===== src/rtl/mt_pkg.sv =====
`timescale 1ns/1ps
package mt_pkg;

  // Futures of the gated counter two cycles ahead
  typedef enum logic [1:0] {
    CAND_RUN  = 2'd0,  // kept counting: compare current values
    CAND_ZERO = 2'd1,  // cleared in the latest cycle
    CAND_ONE  = 2'd2   // cleared, then counted once
  } cand_e;

  localparam int NCAND = 3;

  // older/newer are enable samples of consecutive cycles
  function automatic cand_e pick_cand(input logic older, input logic newer);
    if (!newer)      return CAND_ZERO;
    else if (!older) return CAND_ONE;
    else             return CAND_RUN;
  endfunction

endpackage


===== src/rtl/mt_counters.sv =====
`timescale 1ns/1ps
module mt_counters #(
  parameter int CNT_W = 32
) (
  input  logic             clk,
  input  logic             rst,
  input  logic             en,
  output logic [CNT_W-1:0] free_q,
  output logic [CNT_W-1:0] gated_q
);

  localparam logic [CNT_W-1:0] INC = CNT_W'(1);

  always_ff @(posedge clk) begin
    if (rst) begin
      free_q  <= '0;
      gated_q <= '0;
    end else begin
      free_q  <= free_q + INC;
      gated_q <= en ? gated_q + INC : '0;
    end
  end

  assert_free_step_R1: assert property (@(posedge clk) disable iff (rst)
    !rst |=> free_q == $past(free_q) + INC);

  assert_gated_step_R2: assert property (@(posedge clk) disable iff (rst)
    (!rst && en) |=> gated_q == $past(gated_q) + INC);

  assert_gated_clear_R2: assert property (@(posedge clk) disable iff (rst)
    (!rst && !en) |=> gated_q == '0);

  assert_free_wrap_R6: assert property (@(posedge clk) disable iff (rst)
    (!rst && free_q == '1) |=> free_q == '0);

endmodule


===== src/rtl/mt_slice_cmp.sv =====
`timescale 1ns/1ps
module mt_slice_cmp
  import mt_pkg::*;
#(
  parameter int CNT_W   = 32,
  parameter int SLICE_W = 8
) (
  input  logic                                  clk,
  input  logic                                  rst,
  input  logic [CNT_W-1:0]                      cnt_a,
  input  logic [CNT_W-1:0]                      cnt_b,
  output logic [NCAND-1:0][CNT_W/SLICE_W-1:0]   slice_eq_q
);

  localparam int NSLICE = CNT_W / SLICE_W;
  localparam logic [CNT_W-1:0] AHEAD = CNT_W'(2);
  localparam logic [CNT_W-1:0] ONE   = CNT_W'(1);

  logic [CNT_W-1:0]                a_ahead;
  logic [NCAND-1:0][CNT_W-1:0]     lhs;
  logic [NCAND-1:0][CNT_W-1:0]     rhs;
  logic [NCAND-1:0][NSLICE-1:0]    eq_c;

  // Free counter two cycles on; wraps by modular addition
  assign a_ahead = cnt_a + AHEAD;

  always_comb begin
    // both advance by two: difference unchanged
    lhs[CAND_RUN]  = cnt_a;
    rhs[CAND_RUN]  = cnt_b;
    lhs[CAND_ZERO] = a_ahead;
    rhs[CAND_ZERO] = '0;
    lhs[CAND_ONE]  = a_ahead;
    rhs[CAND_ONE]  = ONE;
  end

  for (genvar c = 0; c < NCAND; c++) begin : g_cand
    for (genvar s = 0; s < NSLICE; s++) begin : g_slice
      assign eq_c[c][s] = lhs[c][s*SLICE_W +: SLICE_W] == rhs[c][s*SLICE_W +: SLICE_W];
    end
  end

  always_ff @(posedge clk) begin
    if (rst) slice_eq_q <= '0;
    else     slice_eq_q <= eq_c;
  end

endmodule


===== src/rtl/mt_select.sv =====
`timescale 1ns/1ps
module mt_select
  import mt_pkg::*;
#(
  parameter int NSLICE = 4
) (
  input  logic                         clk,
  input  logic                         rst,
  input  logic                         en,
  input  logic [NCAND-1:0][NSLICE-1:0] slice_eq_q,
  output logic                         hit_q
);

  logic [NCAND-1:0] cand_hit_q;
  logic             en_d1;
  logic             en_d2;
  cand_e            sel;
  logic             sel_hit;

  assign sel = pick_cand(en_d2, en_d1);

  always_comb begin
    unique case (sel)
      CAND_ZERO: sel_hit = cand_hit_q[CAND_ZERO];
      CAND_ONE:  sel_hit = cand_hit_q[CAND_ONE];
      default:   sel_hit = cand_hit_q[CAND_RUN];
    endcase
  end

  always_ff @(posedge clk) begin
    if (rst) begin
      cand_hit_q <= '0;
      en_d1      <= 1'b0;
      en_d2      <= 1'b0;
      hit_q      <= 1'b0;
    end else begin
      for (int c = 0; c < NCAND; c++) cand_hit_q[c] <= &slice_eq_q[c];
      en_d1 <= en;
      en_d2 <= en_d1;
      hit_q <= sel_hit;
    end
  end

endmodule


===== src/rtl/match_trigger.sv =====
`timescale 1ns/1ps
module match_trigger
  import mt_pkg::*;
#(
  parameter int CNT_W   = 32,
  parameter int SLICE_W = 8
) (
  input  logic             clk,
  input  logic             rst,
  input  logic             b_enable,
  output logic             match_flag,
  output logic [CNT_W-1:0] free_count,
  output logic [CNT_W-1:0] gated_count
);

  localparam int NSLICE = CNT_W / SLICE_W;

  logic [NCAND-1:0][NSLICE-1:0] slice_eq_q;

  mt_counters #(.CNT_W(CNT_W)) u_counters (
    .clk     (clk),
    .rst     (rst),
    .en      (b_enable),
    .free_q  (free_count),
    .gated_q (gated_count)
  );

  mt_slice_cmp #(.CNT_W(CNT_W), .SLICE_W(SLICE_W)) u_slice_cmp (
    .clk        (clk),
    .rst        (rst),
    .cnt_a      (free_count),
    .cnt_b      (gated_count),
    .slice_eq_q (slice_eq_q)
  );

  mt_select #(.NSLICE(NSLICE)) u_select (
    .clk        (clk),
    .rst        (rst),
    .en         (b_enable),
    .slice_eq_q (slice_eq_q),
    .hit_q      (match_flag)
  );

  assert_reset_clear_R5: assert property (@(posedge clk) disable iff (rst)
    $past(rst) |-> (free_count == '0 && gated_count == '0 && !match_flag));

  assert_fill_quiet_R4: assert property (@(posedge clk) disable iff (rst)
    ($past(rst, 2) || $past(rst, 3)) |-> !match_flag);

  assert_match_exact_R3: assert property (@(posedge clk) disable iff (rst)
    (!$past(rst) && !$past(rst, 2) && !$past(rst, 3))
      |-> match_flag == $past(free_count == gated_count));

endmodule


===== config.mk =====
export PLATFORM = sky130hd
export DESIGN_NAME = match_trigger
export DESIGN_NICKNAME = d
export VERILOG_FILES = /design/src/rtl/mt_pkg.sv /design/src/rtl/mt_counters.sv /design/src/rtl/mt_slice_cmp.sv /design/src/rtl/mt_select.sv /design/src/rtl/match_trigger.sv
export SDC_FILE = /design/constraint.sdc
export NUM_CORES = 1
export LEC_CHECK = 0
export ABC_CLOCK_PERIOD_IN_PS = 4900
export CORE_AREA = 10 10 113 115
export CTS_CLUSTER_DIAMETER = 120
export DETAILED_ROUTE_END_ITERATION = 16
export DIE_AREA = 0 0 123 125
export MAX_ROUTING_LAYER = met4
export PLACE_DENSITY_LB_ADDON = 0.08
export REMOVE_ABC_BUFFERS = 1
export SYNTH_ARGS = -nofsm -noshare
export SYNTH_HDL_FRONTEND = slang
export SYNTH_SLANG_ARGS = --single-unit

===== constraint.sdc =====
create_clock -name clk -period 4.9 [get_ports clk]
set_input_delay 0.49 -clock clk [delete_from_list [all_inputs] [get_ports clk]]
set_output_delay 0.49 -clock clk [all_outputs]
set_load 0.005 [all_outputs]

==> run_results.csv, run 1 <==
group,metric,value,unit
logic_synthesis,synth_area_leaders,"dfxtp_1, xnor2_1, xor2_1",
critical_path,cp.required,5.12,ns
clock_network,clkSinkCount,79,
logic_synthesis,synthTopCellsByCount,"dfxtp_1, nor2_1, xnor2_1",
timing,grt_setup_unrepaired,"no",
power_and_ir_drop,power_density,237,nW/um^2
finish,final_core_util,47.4,%
grt,grt_overflow,0,
min_path,min_from,"u_slice_cmp.slice_eq_q[8]$_SDFF_PP0_",
power_and_ir_drop,power.total,1190,uW
critical_path,critical_path_class,"flip-flop to flip-flop",
critical_path,setup.worst_path.start,"u_counters.free_q[0]$_SDFF_PP0_",
job,maxCapViolCount,0,
floorplan,initial_core_util,39.2,%
clock_network,root_buffer,"clkbuf_8",
logic_synthesis,yosys_warnings,0,
floorplan,die_h,125,um
clock_network,cts_resized,0,
detailed_routing,drt_iter0_drc,188,
placement,gp_congestion,0.870,
grt,grt_pass1_vias,3323,
timing,tightest_slew,0.622,ns
grt,grt_usage,14.5,%
clock_network,cts_made_buffers,9,
floorplan,die_w,123,um
critical_path,start_kind,"flip-flop",
placement,dp_cells,674,
finish,postLayoutCellArea,5020,um^2
floorplan,core,10600,um^2
clock_network,worstSkewPairLatency,0.35,ns
grt,antenna_found_initial,0,
power_and_ir_drop,ir_worst_vdd,0.121,mV
logic_synthesis,synth_top_area_cell,"dfxtp_1",
clock_network,ctsHoldBuffers,0,
floorplan,dieArea,15400,um^2
logic_synthesis,ys.flop_type,"dfxtp_1",
detailed_routing,first_pass_iters,4,
critical_path,reg2reg_from,"u_counters.free_q[0]$_SDFF_PP0_",
floorplan,io_pins,68,
critical_path,path_max_fanout,17,
logic_synthesis,ys_ff_latch,79,
critical_path,ff2ff_path_depth,7,
logic_synthesis,avgSynthCellArea,8.17,um^2
finish,syn_to_final_growth,20.9,%
logic_synthesis,syn_area,4160,um^2
placement,dp_hpwl,8070,um
logic_synthesis,yosysMostFrequentCell,"dfxtp_1",
power_and_ir_drop,p_leak,0.00164,uW
timing,setup-violations-final,0,
grt,grt_max_degree,33,
timing,hold_viol,0,
clock_network,clock_path_buffers,2,
min_path,hold_class,"flip-flop to flip-flop",
status,status,"completed",
timing,fin_setup_tns,0,ns
min_path,holdPathStages,1,
timing,slew_headroom,58.5,%
timing,maxSlewViolCount,0,
logic_synthesis,ys_types,45,
logic_synthesis,syn_inst,509,
clock_network,clkTransAtPathRegs,0.08,ns
floorplan,rows,38,
placement,placed_area,4830,um^2
timing,fmax,0.366,GHz
logic_synthesis,synth_edf_count,0,
timing,fin_crit,2.73,ns
detailed_routing,antenna_left,0,
detailed_routing,wl_per_cell,15.9,um
logic_synthesis,async_flop_share,0,%
clock_network,cts-htree-levels,3,
detailed_routing,viasPerCell,5.26,
detailed_routing,drcViolationCount,0,
logic_synthesis,synth_top_area_share,38.0,%
critical_path,crit_path_end_kind,"flip-flop",
finish,drive_gt1_share,4.01,%
timing,finalCritPeriodShare,55.7,%
clock_network,cts_tree,"yes",
logic_synthesis,yosysSeqAreaShare,38.0,%
finish,fin_cells,688,
finish,fill_cells,1049,
finish,fin_nets,552,
grt,grt_pass1_wl,17800,um
placement,numPortBuffers,67,
detailed_routing,routed_wl,11000,um
timing,final.setup_skew,0.00980,ns
critical_path,critical_path_arrival,2.96,ns
detailed_routing,num_vias,3620,
clock_network,cts_setup_buffers,0,
finish,antenna_cells,0,
cell usage in the layout, fill, tap and decap left out, drive strengths merged, types with 3 or more instances in the layout:
cell / count
xnor2: 45
a31oi: 3
a21oi: 16
ha: 4
clkdlybuf4s50: 67
mux2i: 3
and3: 9
dfxtp: 79
and2: 5
o21ai: 22
nor4: 7
xor2: 41
and4: 9
nand3: 35
inv: 8
clkbuf: 11
nand4: 32
nor2: 70
or3: 16
nand2: 30
nor3: 10
worst paths after layout:
kind	end	slack (ns)
setup / recovery	u_counters.free_q[28]$_SDFF_PP0_	2.17
hold / removal	u_select.cand_hit_q[2]$_SDFF_PP0_	0.43
setup reg to reg	u_counters.free_q[28]$_SDFF_PP0_	2.17
hold reg to reg	u_select.cand_hit_q[2]$_SDFF_PP0_	0.43
where the power goes:
part	internal, uW	total, uW	switching, uW
combinational	17.1	36.5	19.3
clock	258	496	238
sequential	650	660	9.61
total	925	1190	267
area by class of cell:
| class | instances | area (um^2) | area share [%] |
|---|---|---|---|
| Timing Repair Buffer | 69 | 686 | 13.6 |
| Inverter | 8 | 30.0 | 0.598 |
| Multi-Input combinational cell | 378 | 2360 | 46.9 |
| Sequential cell | 79 | 1580 | 31.5 |
| Clock inverter | 3 | 43.8 | 0.872 |
| Clock buffer | 11 | 151 | 3.01 |
| Tap cell | 140 | 175 | 3.49 |
metal layers:
metal / vias to the layer above / part of all wire (%) / GRT usage (%)
li1: 1828 / - / -
met1: 1696 / 51 / 20.5
met2: 83 / 44 / 19.9
met3: 13 / 4.3 / 3.06
met4: 0 / 1.3 / 5.07
met5: - / 0 / -
registers in the layout, summed over array words and instances, names as in the netlist:
signal	count
u_slice_cmp.slice_eq_q	9
u_select.hit_q	1
u_counters.gated_q	32
u_select.en_d2	1
u_select.cand_hit_q	3
u_select.en_d1	1
u_counters.free_q	32
logic make-up after synthesis:
group,Yosys count,synth area share [%]
muxes,5,1.26
xor gates and xnor gates,86,18.1
adders and majority gates,4,1.20
DFF,79,38.0
and+or+nand+nor,232,29.1
buffers and inverters,52,5.27
AOI/OAI and AO/OA,51,7.01
critical path, stage by stage (launching register included):
cell and delay, ns:
dfxtp_1 0.72, ha_1 0.31, nand3_1 0.19, or4_1 0.71, nor2_1 0.33, nand3_1 0.14, xor2_1 0.15, nor2_1 0.05
through the flow:
step	worst slack, ns	hold WS [ns]
2_1_floorplan	2.62	0.406
3_3_place_gp	2.28	0.412
3_5_place_dp	2.18	0.413
4_1_cts	2.16	0.433
5_1_grt	1.93	0.448
6_report	2.17	0.429
No activity file was read; power rests on OpenSTA's default activity.
==> run 2: changes to the inputs <==
--- a/config.mk
+++ b/config.mk
@@ -5,7 +5,7 @@
 export SDC_FILE = /design/constraint.sdc
 export NUM_CORES = 1
 export LEC_CHECK = 0
-export ABC_CLOCK_PERIOD_IN_PS = 4900
+export ABC_CLOCK_PERIOD_IN_PS = 2300
 export CORE_AREA = 10 10 113 115
 export CTS_CLUSTER_DIAMETER = 120
 export DETAILED_ROUTE_END_ITERATION = 16
==> constraint.sdc (replaced) <==
create_clock -name clk -period 2.3 [get_ports clk]
set_input_delay 0.23 -clock clk [delete_from_list [all_inputs] [get_ports clk]]
set_output_delay 0.23 -clock clk [all_outputs]
set_load 0.005 [all_outputs]
==> run 2 against run 1 <==
Sequential cell count unchanged. Die area unchanged. Core utilization up 3.1 points. Largest power group unchanged. Highest routed layer unchanged.
==> run_results.csv, run 2 (synthesis gave the netlist of run 1 again) <==
group,metric,value,unit
finish,fin_nets,588,
job,maxCapViolCount,0,
timing,fin_setup_tns,0,ns
timing,grt_setup_unrepaired,"no",
timing,maxSlewViolCount,0,
critical_path,critical_path_arrival,2.32,ns
clock_network,cts_made_buffers,9,
min_path,hold_class,"flip-flop to flip-flop",
floorplan,die_w,123,um
grt,grt_overflow,0,
clock_network,cts_tree,"yes",
grt,antenna_found_initial,0,
critical_path,setup.worst_path.start,"u_counters.free_q[1]$_SDFF_PP0_",
floorplan,die_h,125,um
clock_network,root_buffer,"clkbuf_8",
status,status,"completed",
power_and_ir_drop,p_leak,0.00185,uW
finish,postLayoutCellArea,5360,um^2
clock_network,worstSkewPairLatency,0.36,ns
placement,gp_congestion,0.862,
finish,final_common_cell,"dfxtp_1",
power_and_ir_drop,power_density,512,nW/um^2
min_path,min_from,"u_slice_cmp.slice_eq_q[8]$_SDFF_PP0_",
timing,finalCritPeriodShare,90.2,%
power_and_ir_drop,ir_worst_vdd,0.346,mV
grt,grt_max_degree,32,
finish,syn_to_final_growth,28.8,%
timing,final.setup_skew,0.00700,ns
critical_path,reg2reg_from,"u_counters.free_q[1]$_SDFF_PP0_",
clock_network,clkSinkCount,79,
grt,grt_usage,15.7,%
floorplan,dieArea,15400,um^2
finish,final_cell_mix,"dfxtp_1, nor2_1, clkdlybuf4s50_1",
detailed_routing,num_vias,3744,
critical_path,ff2ff_path_depth,7,
critical_path,crit_path_end_kind,"flip-flop",
detailed_routing,viasPerCell,5.16,
clock_network,ctsHoldBuffers,0,
finish,drive_gt1_share,10.8,%
detailed_routing,drcViolationCount,0,
placement,dp_hpwl,8750,um
min_path,holdPathStages,1,
floorplan,io_pins,68,
placement,preCtsSetupSlack,0.191,ns
power_and_ir_drop,power.total,2740,uW
clock_network,clkTransAtPathRegs,0.08,ns
clock_network,cts-htree-levels,3,
timing,hold_viol,0,
finish,fill_cells,1076,
timing,fin_crit,2.07,ns
floorplan,initial_core_util,39.2,%
detailed_routing,drt_iter0_drc,195,
finish,antenna_cells,0,
critical_path,cp.required,2.55,ns
timing,fmax,0.482,GHz
finish,top_regs,"u_counters.free_q (32), u_counters.gated_q (32), u_slice_cmp.slice_eq_q (9)",
detailed_routing,routed_wl,11700,um
critical_path,path_max_fanout,8,
grt,grt_pass1_vias,3597,
detailed_routing,first_pass_iters,4,
timing,hold_slack,0.431,ns
critical_path,critical_path_class,"flip-flop to flip-flop",
timing,slew_headroom,73.3,%
floorplan,rows,38,
detailed_routing,antenna_left,0,
placement,numPortBuffers,67,
grt,grt_pass1_wl,19000,um
timing,worst_slack,0.226,ns
detailed_routing,wl_per_cell,16.1,um
floorplan,core,10600,um^2
timing,tightest_slew,0.400,ns
placement,placed_area,5100,um^2
critical_path,start_kind,"flip-flop",
timing,setup-violations-final,0,
clock_network,clock_path_buffers,2,
[run 2: area by class of cell]
class / instances / area (um^2) / area share (%)
timing repair buffer: 105 / 956 / 17.9
clock buffer: 14 / 183 / 3.41
inverter: 8 / 30.0 / 0.561
sequential: 79 / 1580 / 29.6
tap: 140 / 175 / 3.27
multi-input combinational: 378 / 2370 / 44.2
clock inverter: 2 / 60.1 / 1.12
[run 2: final timing paths]
| path | slack, ns | end |
|---|---|---|
| max | 0.23 | u_counters.free_q[28]$_SDFF_PP0_ |
| min | 0.43 | u_select.cand_hit_q[2]$_SDFF_PP0_ |
| max reg2reg | 0.23 | u_counters.free_q[28]$_SDFF_PP0_ |
| min reg2reg | 0.43 | u_select.cand_hit_q[2]$_SDFF_PP0_ |
[run 2: metrics by stage]
stage               instances  util, %
detailed placement        710     48.1
global placement          710     48.1
global route              726     50.5
finish                    726     50.5
CTS                       726     50.4
floorplan                 465        -
[run 2: timing repair]
action,in CTS,in global routing
buffers inserted,0,0
resized for setup,0,4
endpoints found under the setup margin,0,3
[run 2: power breakdown]
part | switching [uW] | internal [uW] | total, uW
Combinational | 54.2 | 43.5 | 97.7
Clock | 518 | 731 | 1250
Sequential | 9.89 | 1380 | 1390
[run 2: worst max-delay path: stages (launching register included)]
cell	delay (ns)
dfxtp_1	0.36
ha_1	0.21
nand3_1	0.10
or4_1	0.68
nor2_2	0.27
nand3_1	0.12
xor2_1	0.17
nor2_1	0.06
[run 2: routing by layer]
metal	routed length, um	vias up	track usage (%)	share of wire [%]
met3	509	10	3.56	4.4
met2	5400	76	23.6	46
met1	5670	1766	20.8	49
met5	0	-	-	0
li1	-	1892	-	-
met4	101	0	3.84	0.87
